`src/rtl/btnport_pkg.sv`:
```
package btnport_pkg;

    localparam int unsigned BP_ADDR_W = 2;
    localparam int unsigned BP_DATA_W = 32;
    localparam int unsigned BP_NUM_BTN = 4;

    typedef enum logic [BP_ADDR_W-1:0] {
        SLOT_LEVEL = 2'd0,
        SLOT_SPARE = 2'd1,
        SLOT_MASK  = 2'd2,
        SLOT_CAPT  = 2'd3
    } slot_e;

    typedef struct packed {
        logic level;
        logic mask;
        logic capt;
    } slot_sel_t;

    function automatic slot_sel_t slot_decode(input logic [BP_ADDR_W-1:0] a);
        slot_sel_t s;
        s.level = (a == SLOT_LEVEL);
        s.mask  = (a == SLOT_MASK);
        s.capt  = (a == SLOT_CAPT);
        return s;
    endfunction

endpackage

```
`src/rtl/btn_sync.sv`:
```
module btn_sync #(
    parameter int unsigned NUM_BTN = 4
) (
    input  logic               clk,
    input  logic               rst,
    input  logic [NUM_BTN-1:0] btn_n_i,
    output logic [NUM_BTN-1:0] pressed_o
);

    logic [NUM_BTN-1:0] stage_a;
    logic [NUM_BTN-1:0] stage_b;

    for (genvar g = 0; g < NUM_BTN; g++) begin : g_bit
        always_ff @(posedge clk) begin
            if (rst) begin
                stage_a[g] <= 1'b0;
                stage_b[g] <= 1'b0;
            end else begin
                stage_a[g] <= ~btn_n_i[g];
                stage_b[g] <= stage_a[g];
            end
        end
    end

    assign pressed_o = stage_b;

    // pressed state follows the inverted raw line two edges later
    assert_sync_delay_R1: assert property (@(posedge clk) disable iff (rst)
        $past(!rst) |-> (pressed_o == ~$past(btn_n_i, 2)));

endmodule

```
`src/rtl/btn_release_cap.sv`:
```
module btn_release_cap #(
    parameter int unsigned NUM_BTN = 4
) (
    input  logic               clk,
    input  logic               rst,
    input  logic [NUM_BTN-1:0] pressed_i,
    input  logic               clr_we_i,
    input  logic [NUM_BTN-1:0] clr_bits_i,
    output logic [NUM_BTN-1:0] capt_o
);

    logic [NUM_BTN-1:0] pressed_q;
    logic [NUM_BTN-1:0] rel;
    logic [NUM_BTN-1:0] clr_eff;
    logic [NUM_BTN-1:0] capt_q;
    logic [NUM_BTN-1:0] capt_d;

    always_ff @(posedge clk) begin
        if (rst) pressed_q <= '0;
        else     pressed_q <= pressed_i;
    end

    assign rel     = pressed_q & ~pressed_i;
    assign clr_eff = clr_we_i ? clr_bits_i : '0;

    always_comb begin
        for (int i = 0; i < NUM_BTN; i++) begin
            // release has priority over a clear in the same cycle
            capt_d[i] = rel[i] | (capt_q[i] & ~clr_eff[i]);
        end
    end

    always_ff @(posedge clk) begin
        if (rst) capt_q <= '0;
        else     capt_q <= capt_d;
    end

    assign capt_o = capt_q;

    // every release lands in the capture register, even under a clear
    assert_release_sets_R3: assert property (@(posedge clk) disable iff (rst)
        (|rel) |=> ((capt_q & $past(rel)) == $past(rel)));

    // a flag never rises without a release in the previous cycle
    assert_no_spurious_set_R3: assert property (@(posedge clk) disable iff (rst)
        ((capt_q & ~$past(capt_q) & ~$past(rel)) == '0));

    // cleared bits drop when no release coincides
    assert_clear_works_R5: assert property (@(posedge clk) disable iff (rst)
        (clr_we_i && ((rel & clr_bits_i) == '0)) |=> ((capt_q & $past(clr_bits_i)) == '0));

    // without a clear, set flags hold
    assert_sticky_R4: assert property (@(posedge clk) disable iff (rst)
        !clr_we_i |=> ((capt_q & $past(capt_q)) == $past(capt_q)));

endmodule

```
`src/rtl/btn_mask_reg.sv`:
```
module btn_mask_reg #(
    parameter int unsigned NUM_BTN = 4
) (
    input  logic               clk,
    input  logic               rst,
    input  logic               we_i,
    input  logic [NUM_BTN-1:0] wbits_i,
    output logic [NUM_BTN-1:0] mask_o
);

    logic [NUM_BTN-1:0] mask_q;

    always_ff @(posedge clk) begin
        if (rst)       mask_q <= '0;
        else if (we_i) mask_q <= wbits_i;
    end

    assign mask_o = mask_q;

    // a write is visible the next cycle; otherwise the mask holds
    assert_mask_write_R2: assert property (@(posedge clk) disable iff (rst)
        we_i |=> (mask_o == $past(wbits_i)));
    assert_mask_hold_R2: assert property (@(posedge clk) disable iff (rst)
        !we_i |=> $stable(mask_o));

endmodule

```
`src/rtl/btn_port.sv`:
```
module btn_port
    import btnport_pkg::*;
#(
    parameter int unsigned NUM_BTN = BP_NUM_BTN,
    parameter int unsigned DATA_W  = BP_DATA_W
) (
    input  logic                 clk,
    input  logic                 rst,
    input  logic [NUM_BTN-1:0]   btn_n_i,
    input  logic [BP_ADDR_W-1:0] bus_addr_i,
    input  logic                 bus_we_i,
    input  logic [DATA_W-1:0]    bus_wdata_i,
    output logic [DATA_W-1:0]    bus_rdata_o,
    output logic                 irq_o
);

    localparam int unsigned PAD_W = DATA_W - NUM_BTN;

    slot_sel_t          sel;
    logic [NUM_BTN-1:0] pressed;
    logic [NUM_BTN-1:0] mask;
    logic [NUM_BTN-1:0] capt;

    assign sel = slot_decode(bus_addr_i);

    btn_sync #(.NUM_BTN(NUM_BTN)) u_sync (
        .clk       (clk),
        .rst       (rst),
        .btn_n_i   (btn_n_i),
        .pressed_o (pressed)
    );

    btn_mask_reg #(.NUM_BTN(NUM_BTN)) u_mask (
        .clk     (clk),
        .rst     (rst),
        .we_i    (bus_we_i & sel.mask),
        .wbits_i (bus_wdata_i[NUM_BTN-1:0]),
        .mask_o  (mask)
    );

    btn_release_cap #(.NUM_BTN(NUM_BTN)) u_cap (
        .clk        (clk),
        .rst        (rst),
        .pressed_i  (pressed),
        .clr_we_i   (bus_we_i & sel.capt),
        .clr_bits_i (bus_wdata_i[NUM_BTN-1:0]),
        .capt_o     (capt)
    );

    always_comb begin
        bus_rdata_o = '0;
        if (sel.level)     bus_rdata_o = {{PAD_W{1'b0}}, pressed};
        else if (sel.mask) bus_rdata_o = {{PAD_W{1'b0}}, mask};
        else if (sel.capt) bus_rdata_o = {{PAD_W{1'b0}}, capt};
    end

    assign irq_o = |(capt & mask);

    // upper read bits are always zero
    assert_upper_zero_R8: assert property (@(posedge clk) disable iff (rst)
        (bus_rdata_o[DATA_W-1:NUM_BTN] == '0));

    // interrupt cannot appear while the mask is empty
    assert_irq_needs_mask_R7: assert property (@(posedge clk) disable iff (rst)
        (mask == '0) |-> !irq_o);

endmodule

```
`config.mk`:
```
export PLATFORM = sky130hd
export DESIGN_NAME = btn_port
export DESIGN_NICKNAME = d
export VERILOG_FILES = /design/src/rtl/btnport_pkg.sv /design/src/rtl/btn_sync.sv /design/src/rtl/btn_release_cap.sv /design/src/rtl/btn_mask_reg.sv /design/src/rtl/btn_port.sv
export SDC_FILE = /design/constraint.sdc
export NUM_CORES = 1
export LEC_CHECK = 0
export BUFFER_PORTS_ARGS = -buffer_cell sky130_fd_sc_hd__buf_2
export CORE_MARGIN = 8
export CORE_UTILIZATION = 35
export CTS_CLUSTER_DIAMETER = 30
export DETAILED_ROUTE_END_ITERATION = 16
export GPL_TIMING_DRIVEN = 0
export PLACE_DENSITY = 0.72
export SYNTH_ARGS = -nofsm -noshare
export SYNTH_HDL_FRONTEND = slang
export SYNTH_SLANG_ARGS = --single-unit
export TNS_END_PERCENT = 10
```
`constraint.sdc`:
```
create_clock -name clk -period 1.66 [get_ports clk]
set_clock_uncertainty 0.2 [all_clocks]
set_input_delay 0.249 -clock clk [delete_from_list [all_inputs] [get_ports clk]]
set_output_delay 0.249 -clock clk [all_outputs]
set_load 0.03 [all_outputs]
```
# [Yosys cells after proc, flatten, opt, wreduce, memory -nomap -nowiden]
# Cells that the tools add are included.
# Widths: inputs -> output; s select.
[word_totals] out_inout_bits=33 inputBits=41 register_bits=20 elab_cells=40
[op_classes] eq_ne=2 reduce_logical=2 mux=4 n_bitwise=21
[op_table] operator="$mux 4" n=4
[op_table] operator="$and 4x4->4" n=2
[op_table] operator="$not 1->1" n=8
[op_table] operator="$and 1x1->1" n=6
[op_table] operator="$eq 2x2->1 const B" n=2
[op_table] operator="$not 4->4" n=1
[op_table] operator="$or 1x1->1" n=4
[op_table] operator="$reduce_or 4->1" n=1
[op_table] operator="$logic_not 2->1" n=1

# [Logic depth before layout (Yosys ltp)]
[depth] word_depth=6 ltp_mapped=4 ltp_nobuf=3

# [By module]
# Synthesis repeated with hierarchy kept, for this count alone.
[hier_totals] hier_cells=98 hier_area_um2=955.9
[modules_own_cells] module="btn_port" cells_per_inst=45 instances=1 seq_area_each_um2=0.0 area_per_inst_um2=345.3
[modules_own_cells] module="btn_release_cap" cells_per_inst=24 instances=1 seq_area_each_um2=160.2 area_per_inst_um2=270.3
[modules_own_cells] module="btn_sync" cells_per_inst=16 instances=1 seq_area_each_um2=160.2 area_per_inst_um2=200.2
[modules_own_cells] module="btn_mask_reg" cells_per_inst=13 instances=1 seq_area_each_um2=80.1 area_per_inst_um2=140.1

# [Least setup slack after synthesis]
# Ideal clock, no wire load.
[synth_timing] path_kind="input to output" from="input bus_addr_i[0]" to="output bus_rdata_o[0]" path_buffers=1 required_ps=1211 arrival_time_ps=944 setup_slack_ps=267 stages=3 path_cell_list="buf_6 > mux2_4 > a22o_1"
[synth_via] elab_chain_len=4 word_cells_on_any_way=6 cone_classes="eq/ne (2); mux (3); reduce/logical (1)"
[synth_rtl] item="start: declaration" line_no="btn_port.sv:10" text="input logic [BP_ADDR_W-1:0] bus_addr_i,"
[synth_rtl] item="$eq 2x2->1" line_no="btnport_pkg.sv:24" text="s.capt = (a == SLOT_CAPT);"
[synth_rtl] item="$mux 4" line_no="btn_port.sv:54" text="else if (sel.capt) bus_rdata_o = {{PAD_W{1'b0}}, capt};"
[synth_rtl] item="$mux 4" line_no="btn_port.sv:53" text="else if (sel.mask) bus_rdata_o = {{PAD_W{1'b0}}, mask};"
[synth_rtl] item="$mux 4 (*)" line_no="btn_port.sv:52" text="if (sel.level) bus_rdata_o = {{PAD_W{1'b0}}, pressed};"
[synth_rtl] item="end: declaration" line_no="btn_port.sv:13" text="output logic [DATA_W-1:0] bus_rdata_o,"
# Mark *: on every way between the ends. The rest lies on a longest branch, timed or not.

# [Worst setup path after layout]
[layout_timing] from="register u_mask.mask_q[0] (netlist: u_mask.mask_o[0])" to="output bus_rdata_o[0]"
[layout_via] elab_chain_len=2
[layout_rtl] item="start: declaration" line_no="btn_mask_reg.sv:11" text="logic [NUM_BTN-1:0] mask_q;"
[layout_rtl] item="start signal: assignment" line_no="btn_mask_reg.sv:15" text="else if (we_i) mask_q <= wbits_i;"
[layout_rtl] item="$mux 4" line_no="btn_port.sv:53"
[layout_rtl] item="$mux 4" line_no="btn_port.sv:52"
# Every way passes these cells.

==> summary.md <==
| Metric | Value |
|---|---|
| Vias in the first global route | `about 680` |
| Max cap viols | `0` |
| RR Startpoint | `u_mask.mask_o[3]` |
| Final Setup Violations | `3` |
| Crit path DAT | `approximately 1.2 ns` |
| CP cell instances | `mux2_4 -> a22o_1 -> buf_6` |
| Layout cells sized above 1 | `~41%` |
| Hold crit path type | `in -> reg` |
| Nets | `199` |
| Port bufs | `14` |
| DR iter-0 viols | `10` |
| Final Cell Area | `about 1300 µm²` |
| Hold WS | `about 0.010 ns` |
| F_max | `602 MHz` |
| Post-DP Area | `~1200 µm²` |
| Dpl hpwl | `approximately 1.5 mm` |
| CTS Buffer Depth | `2` |
| Final Power | `between 1 and 1.5 mW` |
| Share of the synthesized area in the top cell type | `around two fifths` |
| ANT nets after route | `0` |
| Fillers | `around 270` |
| # clock sinks | `20` |
| Final Util | `between 40% and 50%` |
| Most used DFF post-synth | `dfxtp_1` |
| Fin Setup TNS | `-0.00464 ns` |
| R2R depth | `3` |
| Fin crit period | `around 1.7 ns` |
| Die Y | `about 69 µm` |
| Multiplexer share of the synthesized area | `between 10% and 20%` |
| Slowest cell on the critical path | `dfxtp_2` |
| Final wirelength | `1.96 mm` |
| CP top delay family | `flip-flops` |
| Status | `finished, violations left` |
| RSZ-0062 raised after global routing | `true` |
| Count leader, synth | `buf_4` |
| Placeable Area | `between 2000 and 3000 µm²` |
| Async set-reset flop share out of synthesis | `0%` |
| Nature of the critical path endpoint | `output port` |
| End of the worst register-to-register path | `u_mask.mask_o[3]` |
| Sequential element share of the synthesized area | `~41%` |
| IO Pins | `74` |
| GRT Total Usage | `about 8%` |
| # diodes | `0` |
| Site row count | `19` |
| EDFF count, synth | `0` |
| Pwr Density | `about 760 nW/µm²` |
| H-Tree Depth | `1` |
| DIE AREA | `around 4700 µm²` |
| Grt ovf | `0` |
| Simple-Gate Fraction of Synth Area | `15.5%` |
| Fraction of the cycle the final worst path needs | `100%` |
| Failing checks | `setup timing` |
| Placed cell count | `175` |
| Post-Syn Area | `just under 1000 µm²` |
| Dpl ws | `0.190 ns` |
| Vias per cell | `a little under 4` |
| Seq cells post-synth | `20` |
| # DRC | `0` |
| Crit path max fanout | `2` |
| DRT Pass-1 Iters | `4` |
| Fin. Hold Viols | `0` |
| Final Max Tran Viols | `0` |
| Yosys cell types | `17` |
| Vias after detailed routing | `approximately 740` |
| Cts bufs inserted | `3` |
| R2R Setup Slk | `~0.66 ns` |
| Setup ws final | `-0.00244 ns` |
| Worst-path clk slew | `~0.1 ns` |
| Worst path depth | `3` |
| DR WL/cell | `about 10 µm` |
| Gate count of the mapped netlist | `103` |
| Cell Count, Final, Fillers Out | `roughly 190` |
| First-pass GRT wire length | `about 2.8 mm` |
| Largest stage delay on the critical path | `~0.34 ns` |
| Area contributors post-synth | `dfxtp_1 (41%), buf_4 (21%), mux2_4 (6.1%), nor2b_1 (5.1%), mux2i_1 (4.1%)` |
| Pin count of the biggest net entering global routing | `12` |
| Synth Area in Compound Gates | `9.20%` |
| Leakage | `just over 0.7 nW` |
| Initial antenna violation count | `0` |
| Crit path buffers/inverters | `1` |
| Later-pin clock latency in the skew report | `between 0.2 and 0.3 ns` |
| Syn-to-layout area delta | `36.5%` |
| Chip Width | `around 70 µm` |
| Setup CP Type | `reg -> out` |
| Initial Util | `between 30% and 40%` |
| CTS Root Cell | `clkbuf_4` |
| Startpoint Class | `flip-flop` |
| Commonest cells post-synth | `buf_4 (28), dfxtp_1 (20), nor2_1 (9)` |
| Cell taking the most area after synthesis | `dfxtp_1` |
| CP endpoint | `bus_rdata_o[0]` |
| CP required | `~1.2 ns` |
| Syn avg cell area | `~9.5 µm²` |
| YS warnings | `0` |
| Post-synthesis xor/xnor area fraction | `0%` |
| Adder-cell share of the synthesized area | `0%` |
| CTS tree | `yes` |
| Peak VDD IR | `just over 600 µV` |
| Global placer's final weighted congestion | `between 0.7 and 0.8` |
| Largest family of logic cells by synthesized area | `buffers and inverters` |
| Setup crit start | `u_mask.mask_o[0]` |
tightest hold or removal path: stages:
cell	delay, ns
buf_2	0.09
mux2i_1	0.06
nor2_1	0.08
area by class of cell:
cell class	instances	area [µm²]	share of cell area (%)
Buffer	32	234	17.5
Clock buffer	4	36.3	2.71
Multi-Input combinational cell	78	447	33.4
Sequential cell	20	409	30.6
Tap cell	31	38.8	2.90
Timing Repair Buffer	23	173	12.9
report_power, final:
part | internal, mW | switching (mW) | total, mW
clock | 0.134 | 0.137 | 0.271
sequential | 0.499 | 0.00874 | 0.507
combinational | 0.0981 | 0.140 | 0.239
total | 0.731 | 0.286 | 1.02
placed cells by master (no fill, tap or decap):
cell type / netlist / routed
buf_4: 28 / 33
conb_1: 1 / 28
dfxtp_1: 20 / 13
buf_2: 1 / 11
nor2_1: 9 / 9
nor2b_1: 8 / 8
dfxtp_2: 0 / 7
nand2_1: 6 / 6
buf_6: 1 / 5
mux2_4: 4 / 4
a22o_1: 4 / 4
mux2i_1: 4 / 4
nand2b_1: 4 / 4
o21ai_0: 4 / 4
a21oi_1: 4 / 4
dlygate4sd3_1: 0 / 4
clkbuf_4: 0 / 3
a22oi_1: 2 / 2
clkbuf_1: 2 / 2
nand3b_4: 1 / 1
clkbuf_8: 0 / 1
worst min path at each step:
| stage | end | cells past startpoint | slack, ns | start |
|---|---|---|---|---|
| 2_1_floorplan | u_sync.stage_a[0] | 1 | 0.12 | btn_n_i[0] |
| 3_3_place_gp | u_sync.stage_a[0] | 2 | 0.20 | btn_n_i[0] |
| 3_5_place_dp | u_sync.stage_a[0] | 2 | 0.21 | btn_n_i[0] |
| 4_1_cts | u_mask.mask_o[0] | 3 | 0.004 | bus_wdata_i[0] |
| 5_1_grt | u_mask.mask_o[0] | 3 | 0.03 | bus_wdata_i[0] |
| 6_report | u_mask.mask_o[1] | 3 | 0.01 | bus_wdata_i[1] |
state kept, by name, indices dropped and copies added (netlist names):
register and count:
u_sync.pressed_o 4, u_sync.stage_a 4, u_mask.mask_o 4, u_cap.pressed_q 4, u_cap.capt_o 4
logic make-up after synthesis:
group / count (synthesis)
buf+inv: 32
simple gates: 28
flops: 20
compound gates: 14
mux: 8
other cells: 1
metal layers:
metal,GRT usage [%],wire [µm],vias up
li1,-,-,385
met1,7.17,690,313
met2,14.7,886,37
met3,3.72,357,4
met4,3.76,22,0
met5,0,0,-
what timing repair did:
item | 4_1_cts | 5_1_grt
resized for setup | 15 | 0
setup buffers | 5 | 0
hold buffers | 4 | 0
endpoints found under the setup margin | 4 | 5
hold endpoints to repair | 4 | 0
Note: power is estimated with default switching activity, not from simulation.
